[src/rtl/sup_pkg.sv]
package sup_pkg;
  typedef enum logic [1:0] {
    WD_LONG  = 2'b00,
    WD_MID   = 2'b01,
    WD_SHORT = 2'b10,
    WD_OFF   = 2'b11
  } wd_code_e;
endpackage

[src/rtl/sup_edge_sync.sv]
module sup_edge_sync #(
  parameter int STAGES = 2
) (
  input  logic clk,
  input  logic rst,
  input  logic din,
  output logic fall
);
  logic [STAGES-1:0] chain;
  logic              last_q;

  generate
    for (genvar i = 0; i < STAGES; i++) begin : g_stage
      if (i == 0) begin : g_first
        always_ff @(posedge clk) begin
          if (rst) chain[0] <= 1'b1;
          else     chain[0] <= din;
        end
      end else begin : g_next
        always_ff @(posedge clk) begin
          if (rst) chain[i] <= 1'b1;
          else     chain[i] <= chain[i-1];
        end
      end
    end
  endgenerate

  always_ff @(posedge clk) begin
    if (rst) last_q <= 1'b1;
    else     last_q <= chain[STAGES-1];
  end

  assign fall = last_q & ~chain[STAGES-1];


  fall_pulse_chk: assert property (@(posedge clk) disable iff (rst)
    fall |=> !fall);
endmodule

[src/rtl/sup_watchdog.sv]
module sup_watchdog
  import sup_pkg::*;
#(
  parameter int TICKS_LONG  = 1400,
  parameter int TICKS_MID   = 600,
  parameter int TICKS_SHORT = 200
) (
  input  logic       clk,
  input  logic       rst,
  input  logic       ms_tick,
  input  logic       kick,
  input  logic       hold,
  input  logic [1:0] code,
  output logic       fire
);
  localparam int MAX_A = (TICKS_LONG > TICKS_MID) ? TICKS_LONG : TICKS_MID;
  localparam int MAX_T = (MAX_A > TICKS_SHORT) ? MAX_A : TICKS_SHORT;
  localparam int CW    = $clog2(MAX_T + 1);

  logic [CW-1:0] cnt;
  logic [CW-1:0] last_idx;
  logic [1:0]    code_q;
  logic          enabled;
  logic          restart;

  always_comb begin
    case (wd_code_e'(code))
      WD_LONG:  last_idx = CW'(TICKS_LONG - 1);
      WD_MID:   last_idx = CW'(TICKS_MID - 1);
      WD_SHORT: last_idx = CW'(TICKS_SHORT - 1);
      default:  last_idx = '0;
    endcase
  end

  assign enabled = (wd_code_e'(code) != WD_OFF);
  assign restart = hold | ~enabled | kick | (code != code_q);

  always_ff @(posedge clk) begin
    if (rst) begin
      cnt    <= '0;
      fire   <= 1'b0;
      code_q <= code;
    end else begin
      fire   <= 1'b0;
      code_q <= code;
      if (restart) begin
        cnt <= '0;
      end else if (ms_tick) begin
        if (cnt == last_idx) begin
          fire <= 1'b1;
          cnt  <= '0;
        end else begin
          cnt <= cnt + 1'b1;
        end
      end
    end
  end


  wd_off_chk: assert property (@(posedge clk) disable iff (rst)
    fire |-> ($past(code) != 2'b11));


  fire_on_tick_chk: assert property (@(posedge clk) disable iff (rst)
    fire |-> $past(ms_tick));


  no_fire_in_hold_chk: assert property (@(posedge clk) disable iff (rst)
    fire |-> !$past(hold));
endmodule

[src/rtl/sup_hold_timer.sv]
module sup_hold_timer #(
  parameter int HOLD_TICKS = 200,
  parameter bit ACTIVE_LOW = 1'b1
) (
  input  logic clk,
  input  logic rst,
  input  logic ms_tick,
  input  logic supply_ok,
  input  logic wd_fire,
  output logic active,
  output logic pin
);
  localparam int CW = $clog2(HOLD_TICKS + 1);

  logic [CW-1:0] cnt, cnt_d;
  logic          act_d;

  always_comb begin
    act_d = active;
    cnt_d = cnt;
    if (!supply_ok || wd_fire) begin
      act_d = 1'b1;
      cnt_d = '0;
    end else if (active && ms_tick) begin
      if (cnt == CW'(HOLD_TICKS - 1)) begin
        act_d = 1'b0;
        cnt_d = '0;
      end else begin
        cnt_d = cnt + 1'b1;
      end
    end
  end

  always_ff @(posedge clk) begin
    if (rst) begin
      active <= 1'b1;
      cnt    <= '0;
      pin    <= ~ACTIVE_LOW;
    end else begin
      active <= act_d;
      cnt    <= cnt_d;
      pin    <= ACTIVE_LOW ? ~act_d : act_d;
    end
  end


  supply_low_chk: assert property (@(posedge clk) disable iff (rst)
    !supply_ok |=> active);


  release_on_tick_chk: assert property (@(posedge clk) disable iff (rst)
    $fell(active) |-> ($past(ms_tick) && $past(supply_ok)));
endmodule

[src/rtl/sup_reset_ctrl.sv]
module sup_reset_ctrl #(
  parameter int HOLD_TICKS     = 200,
  parameter int WD_TICKS_LONG  = 1400,
  parameter int WD_TICKS_MID   = 600,
  parameter int WD_TICKS_SHORT = 200,
  parameter int SYNC_STAGES    = 2,
  parameter bit ACTIVE_LOW     = 1'b1
) (
  input  logic       clk,
  input  logic       rst,
  input  logic       ms_tick,
  input  logic       supply_ok,
  input  logic       cs_wdi,
  input  logic [1:0] wd_code,
  output logic       rst_out,
  output logic       rst_active
);
  logic kick;
  logic wd_fire;

  sup_edge_sync #(.STAGES(SYNC_STAGES)) u_sync (
    .clk  (clk),
    .rst  (rst),
    .din  (cs_wdi),
    .fall (kick)
  );

  sup_watchdog #(
    .TICKS_LONG  (WD_TICKS_LONG),
    .TICKS_MID   (WD_TICKS_MID),
    .TICKS_SHORT (WD_TICKS_SHORT)
  ) u_wd (
    .clk     (clk),
    .rst     (rst),
    .ms_tick (ms_tick),
    .kick    (kick),
    .hold    (rst_active),
    .code    (wd_code),
    .fire    (wd_fire)
  );

  sup_hold_timer #(
    .HOLD_TICKS (HOLD_TICKS),
    .ACTIVE_LOW (ACTIVE_LOW)
  ) u_hold (
    .clk       (clk),
    .rst       (rst),
    .ms_tick   (ms_tick),
    .supply_ok (supply_ok),
    .wd_fire   (wd_fire),
    .active    (rst_active),
    .pin       (rst_out)
  );


  fire_asserts_chk: assert property (@(posedge clk) disable iff (rst)
    wd_fire |=> rst_active);


  polarity_chk: assert property (@(posedge clk) disable iff (rst)
    rst_out == (ACTIVE_LOW ? !rst_active : rst_active));
endmodule

[config.mk]
export PLATFORM = sky130hd
export DESIGN_NAME = sup_reset_ctrl
export DESIGN_NICKNAME = d
export VERILOG_FILES = /design/src/rtl/sup_pkg.sv /design/src/rtl/sup_edge_sync.sv /design/src/rtl/sup_watchdog.sv /design/src/rtl/sup_hold_timer.sv /design/src/rtl/sup_reset_ctrl.sv
export SDC_FILE = /design/constraint.sdc
export NUM_CORES = 1
export LEC_CHECK = 0
export ABC_CLOCK_PERIOD_IN_PS = 1900
export CORE_AREA = 8 8 62 64
export DETAILED_ROUTE_END_ITERATION = 8
export DIE_AREA = 0 0 70 72
export DONT_BUFFER_PORTS = 1
export PLACE_DENSITY_LB_ADDON = 0.25
export RECOVER_POWER = 50
export SETUP_SLACK_MARGIN = 0.5
export SYNTH_ARGS = -nofsm -noshare
export SYNTH_HDL_FRONTEND = slang
export SYNTH_SLANG_ARGS = --single-unit
[constraint.sdc]
create_clock -name clk -period 1.9 [get_ports clk]
set_clock_uncertainty 0.2 [all_clocks]
set_input_delay 0.475 -clock clk [delete_from_list [all_inputs] [get_ports clk]]
set_output_delay 0.475 -clock clk [all_outputs]
set_load 0.02 [all_outputs]
### Word-level counts from Yosys, hierarchy flattened

Cells that the tools add are included.

| operators by class | value |
|---|---|
| add/sub/neg operators | 2 |
| eq/ne operators | 6 |
| mux-type cells | 7 |
| bitwise gates (word level) | 8 |
| reductions and logical operators | 7 |

Operators by type and width:

| cell | count |
|---|---|
| $pmux 11 s3 | 1 |
| $add 11x1->11 const B | 1 |
| $eq 11x11->1 | 1 |
| $mux 11 | 1 |
| $add 8x1->8 const B | 1 |
| $eq 8x8->1 const B | 1 |
| $mux 8 | 1 |
| $mux 1 | 4 |
| $not 1->1 | 4 |
| $reduce_or 2->1 | 2 |
| $or 1x1->1 | 3 |
| $reduce_or 3->1 | 1 |
| $eq 2x1->1 const B | 1 |
| $eq 2x2->1 const B | 1 |
| $logic_not 2->1 | 1 |
| $ne 2x2->1 | 1 |
| $ne 2x2->1 const B | 1 |
| $and 1x1->1 | 1 |
| $logic_and 1x1->1 | 1 |
| $logic_not 1->1 | 1 |
| $logic_or 1x1->1 | 1 |

| storage, ports and cells | value |
|---|---|
| register bits | 27 |
| logic and storage cells | 39 |

### Logic depth before layout (Yosys ltp)

| logic depth | value |
|---|---|
| word-level depth | 6 |
| gate-level depth with buffers | 6 |

### Cells and area by module

Synthesis repeated with hierarchy kept, for this count alone.

| second synthesis, totals | value |
|---|---|
| cell total of the unflattened synthesis | 146 |
| area, all modules | 1340.0 µm² |

By module, submodules not included:

| module | instances | cells each | area an instance (µm²) | seq. area each (µm²) |
|---|---|---|---|---|
| sup_watchdog | 1 | 89 | 784.5 | 280.3 |
| sup_hold_timer | 1 | 50 | 470.5 | 200.2 |
| sup_edge_sync | 1 | 7 | 85.1 | 60.1 |

### Least setup slack after synthesis

OpenSTA, ideal clock, no wires.

| timing path | value |
|---|---|
| kind | in2reg |
| start point | input port wd_code[0] |
| end point | register u_wd.cnt[2] |
| data arrival time | 1.357 ns |
| setup slack | 0.214 ns |
| cell stages on the path | 6 |
| cell sequence | buf_4 > nand2_1 > mux2i_1 > a2111oi_2 > buf_6 > a211oi_1 |

| on the way | value |
|---|---|
| cells in the longest elaborated chain, start to end | 6 |
| elaborated cells on any way between the ends | 13 |
| classes of those cells | 5 x eq/ne; 2 x mux; 4 x bitwise; 2 x reduce/logical |

RTL lines:

| what | line | text |
|---|---|---|
| start: declaration | sup_reset_ctrl.sv:14 | `input logic [1:0] wd_code,` |
| branches (longest 6 deep; another with $pmux 11 s3) | -- |  |
| end signal: assignment | sup_watchdog.sv:53 | `cnt <= cnt + 1'b1;` |
| end: declaration | sup_watchdog.sv:20 | `logic [CW-1:0] cnt;` |

Several ways; the timed one is not identified.
A chain may end at the register's enable or synchronous reset.

### Worst setup path in the final report

| timing path | value |
|---|---|
| start point | register u_wd.cnt[10] |
| end point | register u_wd.fire |

| on the way | value |
|---|---|
| cells in the longest elaborated chain, start to end | 2 |

RTL lines:

| what | line | text |
|---|---|---|
| $eq 11x11->1 | sup_watchdog.sv:49 | `if (cnt == last_idx) begin` |
| $mux 1 | sup_watchdog.sv:49 |  |
| end signal: assignment | sup_watchdog.sv:41 | `fire <= 1'b0;` |
| end signal: assignment | sup_watchdog.sv:44 | `fire <= 1'b0;` |
| end signal: assignment | sup_watchdog.sv:50 | `fire <= 1'b1;` |
| end: declaration | sup_watchdog.sv:14 | `output logic fire` |

No other way between the ends.

==> impl_metrics.toml <==
[place]
area_after_dpl_um2 = 1310
place_hpwl_um = 1760
io_buffer_count = 0
finalWeightedCongestion = 0.783

[setup_path]
crit_chain = "o32ai_2 -> nand4b_1 -> a2111oi_2 -> buf_4 -> and3b_2"
setup.worst_path.start_class = "flop"
cp.arrival_ns = 1.73
critical_path_peak_fanout = 6
setup.worst_path.end_class = "flop"
critical_path_required_time_ns = 1.99
critical_path.slowest_cell = "dfxtp_2"
worst_r2r_path_depth = 5
setup.worst_path.class = "reg2reg"
max_stage_delay_ns = 0.37

[route]
routed_wirelength_um = 2560
drt-pass1-iter-count = 4
route.detailed.vias_per_inst = 5.61
detail-route-antenna-nets = 0
via_count = 987
drt-initial-drc-count = 67
drt-wirelength-per-cell_um = 14.5
post-route-drc-count = 0

[synth]
mappedNetlistNets = 143
synth_top_area_frac = 0.429
synth-main-ff-cell = "dfxtp_1"
postSynthAreaPerCell_um2 = 9.41
synth-seq-area-share = 0.429
synth_edf_count = 0
netlist.top_cell.by_area = "dfxtp_1"
synthCells = 134
synth_seq_cells = 27
syn_area_um2 = 1260
yosys_warnings = 0
postSynth.asyncResetShare = 0
yosys.cell_types.count = 32
netlist_top_cells_area = "dfxtp_1 (43%), a211oi_1 (7.1%), xor2_1 (6.9%)"

[sta]
max_freq_mhz = 608
worst_pin_slew_ns = 0.386
fin_hold_viols = 0
drv_slew = 0
fin_setup_tns_ns = 0
final.min_clock_period_ns = 1.65
rsz0062_at_grt = "yes"
min_period_over_period = 0.866
maxSlewHeadroom = 0.740
setup_violations = 0

[grt]
maximum_number_of_pins_on_one_net_before_global_route_repair = 17
grt_pass1_wl_um = 4360
overflow = 0
grt_use_total = 0.105
vias_in_the_first_global_route = 932
grt_antenna_before_repair = 0

[cts]
max-clock-path-buffers = 2
cts_inserted_buffers = 3
path_clk_slew_ns = 0.15
tritoncts = "built"
cts_htree_levels = 1
clock_latency_ns = 0.33
numClockSinks = 27
clock_root_cell = "clkbuf_4"

[die]
die_height_um = 72
placement_rows = 20
core_area_um2 = 2900
dieWidth_um = 70
die_area_um2 = 5040
initial_core_util = 0.434
boundaryPins = 9

[pwr]
power_frac_comb = 0.055
power.internal_w = 0.000675
power.net_switching_w = 0.000202
seq_power_share = 0.651
switching_share = 0.231
peakVddDrop_mv = 0.621
p_clk_frac = 0.294
power.density_nw_per_um2 = 605
cellLeakagePower_nw = 0.492

[cells_and_area]
antenna-diode-count = 0
layout-drive-gt1-share = 0.280
layout.cell_area.non_filler_um2 = 1450
finalNetCount = 153
syn_to_final_growth_pct = 15.0

[job]
drv.max_cap_violation_count = 0

[min_path]
min_delay_path_depth = 1
min_path_type = "in2reg"

[run_status]
run_status = "finished, final reports clean"
==> worst max-delay path: cells and delay by family, from the launching register on <==
family,cells,cell delay (ns)
buffers and inverters,1,0.21
flip-flops,1,0.37
AND/OR/NAND/NOR,2,0.32
AO/OA/AOI/OAI,2,0.52
==> worst paths after layout <==
path / startpoint / endpoint / slack (ns)
setup / recovery: u_wd.cnt[10] / u_wd.fire / 0.25
hold / removal: rst / u_sync.last_q / 0.03
hold reg to reg: u_sync.chain[0] / u_sync.chain[1] / 0.23
setup reg to reg: u_wd.cnt[10] / u_wd.fire / 0.25
==> power groups by stage <==
| stage | clock (W) | combinational (W) | sequential [W] |
|---|---|---|---|
| CTS | 0.000273 | 0.0000486 | 0.000571 |
| global route | 0.000286 | 0.0000530 | 0.000572 |
| floorplan | 0 | 0.0000474 | 0.000587 |
| detailed placement | 0 | 0.0000418 | 0.000588 |
| finish | 0.000258 | 0.0000484 | 0.000571 |
| global placement | 0 | 0.0000402 | 0.000588 |
==> layout make-up <==
class,instances,area (um2)
fill,280,1450
multi-input combinational,96,713
sequential,27,556
timing repair buffer,12,95.1
tap,33,41.3
clock buffer,3,22.5
inverter,4,15.0
clock inverter,1,7.51
==> state kept, by name, summed over array words and instances (netlist names) <==
name and flops:
u_hold.cnt 8, u_sync.last_q 1, u_hold.pin 1, u_wd.code_q 2, u_wd.cnt 11, u_wd.fire 1, u_hold.active 1, u_sync.chain 2
==> Yosys cell counts (2+ instances only) <==
| cell type | instances |
|---|---|
| a21o_1 | 2 |
| inv_1 | 4 |
| xor2_1 | 10 |
| dfxtp_1 | 27 |
| nor2_1 | 11 |
| nand2_1 | 9 |
| or2_2 | 3 |
| nand3_1 | 4 |
| a21oi_1 | 2 |
| xnor2_1 | 8 |
| a211oi_1 | 12 |
| mux2i_1 | 3 |
| nand4_1 | 8 |
| buf_6 | 2 |
| nor3_1 | 6 |
| ha_1 | 2 |
| o32ai_1 | 2 |
| and3_1 | 2 |
| buf_4 | 2 |
| buf_2 | 3 |
==> placed cells by master (no fill, tap or decap), drive strengths merged, types with 2 or more instances in the layout <==
| master | netlist | layout |
|---|---|---|
| dfxtp | 27 | 27 |
| a211oi | 12 | 12 |
| nor2 | 11 | 11 |
| xor2 | 10 | 10 |
| buf | 7 | 10 |
| nand2 | 9 | 9 |
| xnor2 | 8 | 8 |
| nand4 | 8 | 8 |
| nor3 | 6 | 6 |
| nand3 | 4 | 4 |
| inv | 4 | 4 |
| mux2i | 3 | 3 |
| or2 | 3 | 3 |
| clkbuf | 0 | 3 |
| and3 | 3 | 3 |
| a21o | 2 | 2 |
| ha | 2 | 2 |
| dlygate4sd3 | 0 | 2 |
| and3b | 2 | 2 |
| a21oi | 2 | 2 |
| o32ai | 2 | 2 |
==> routing by layer <==
metal  GRT usage  up-vias  wire, um
met2       0.181       15      1250
met1       0.116      470      1170
met4      0.0357        0        27
li1            -      498         -
met5           0        -         0
met3      0.0409        4       109
==> kinds of logic after synthesis <==
group / Yosys count / share of synthesized area
adders and majority gates: 2 / 0.0198
muxes: 3 / 0.0238
xor gates and xnor gates: 18 / 0.125
and+or+nand+nor: 52 / 0.221
DFF: 27 / 0.429
buffers and inverters: 11 / 0.0536
AOI/OAI and AO/OA: 21 / 0.128
==> per-stage QoR <==
step                      instances   util  setup WS (ns)  total power (W)  hold slack [ns]
after floorplan                 134      -          0.262         0.000635            0.189
after global placement          164  0.452          0.207         0.000628            0.195
after detailed placement        164  0.452          0.190         0.000630            0.195
after CTS                       175  0.494          0.252         0.000892           0.0157
after global routing            176  0.500          0.182         0.000912          0.00609
final                           176  0.500          0.255         0.000877           0.0340
==> timing repair <==
action,CTS,global route
endpoints found under the setup margin,22,23
hold endpoints to repair,2,0
hold buffers,2,0
pin swaps,9,6
buffers inserted,5,1
gates resized for setup,15,10
No activity file was read; power rests on OpenSTA's default activity.
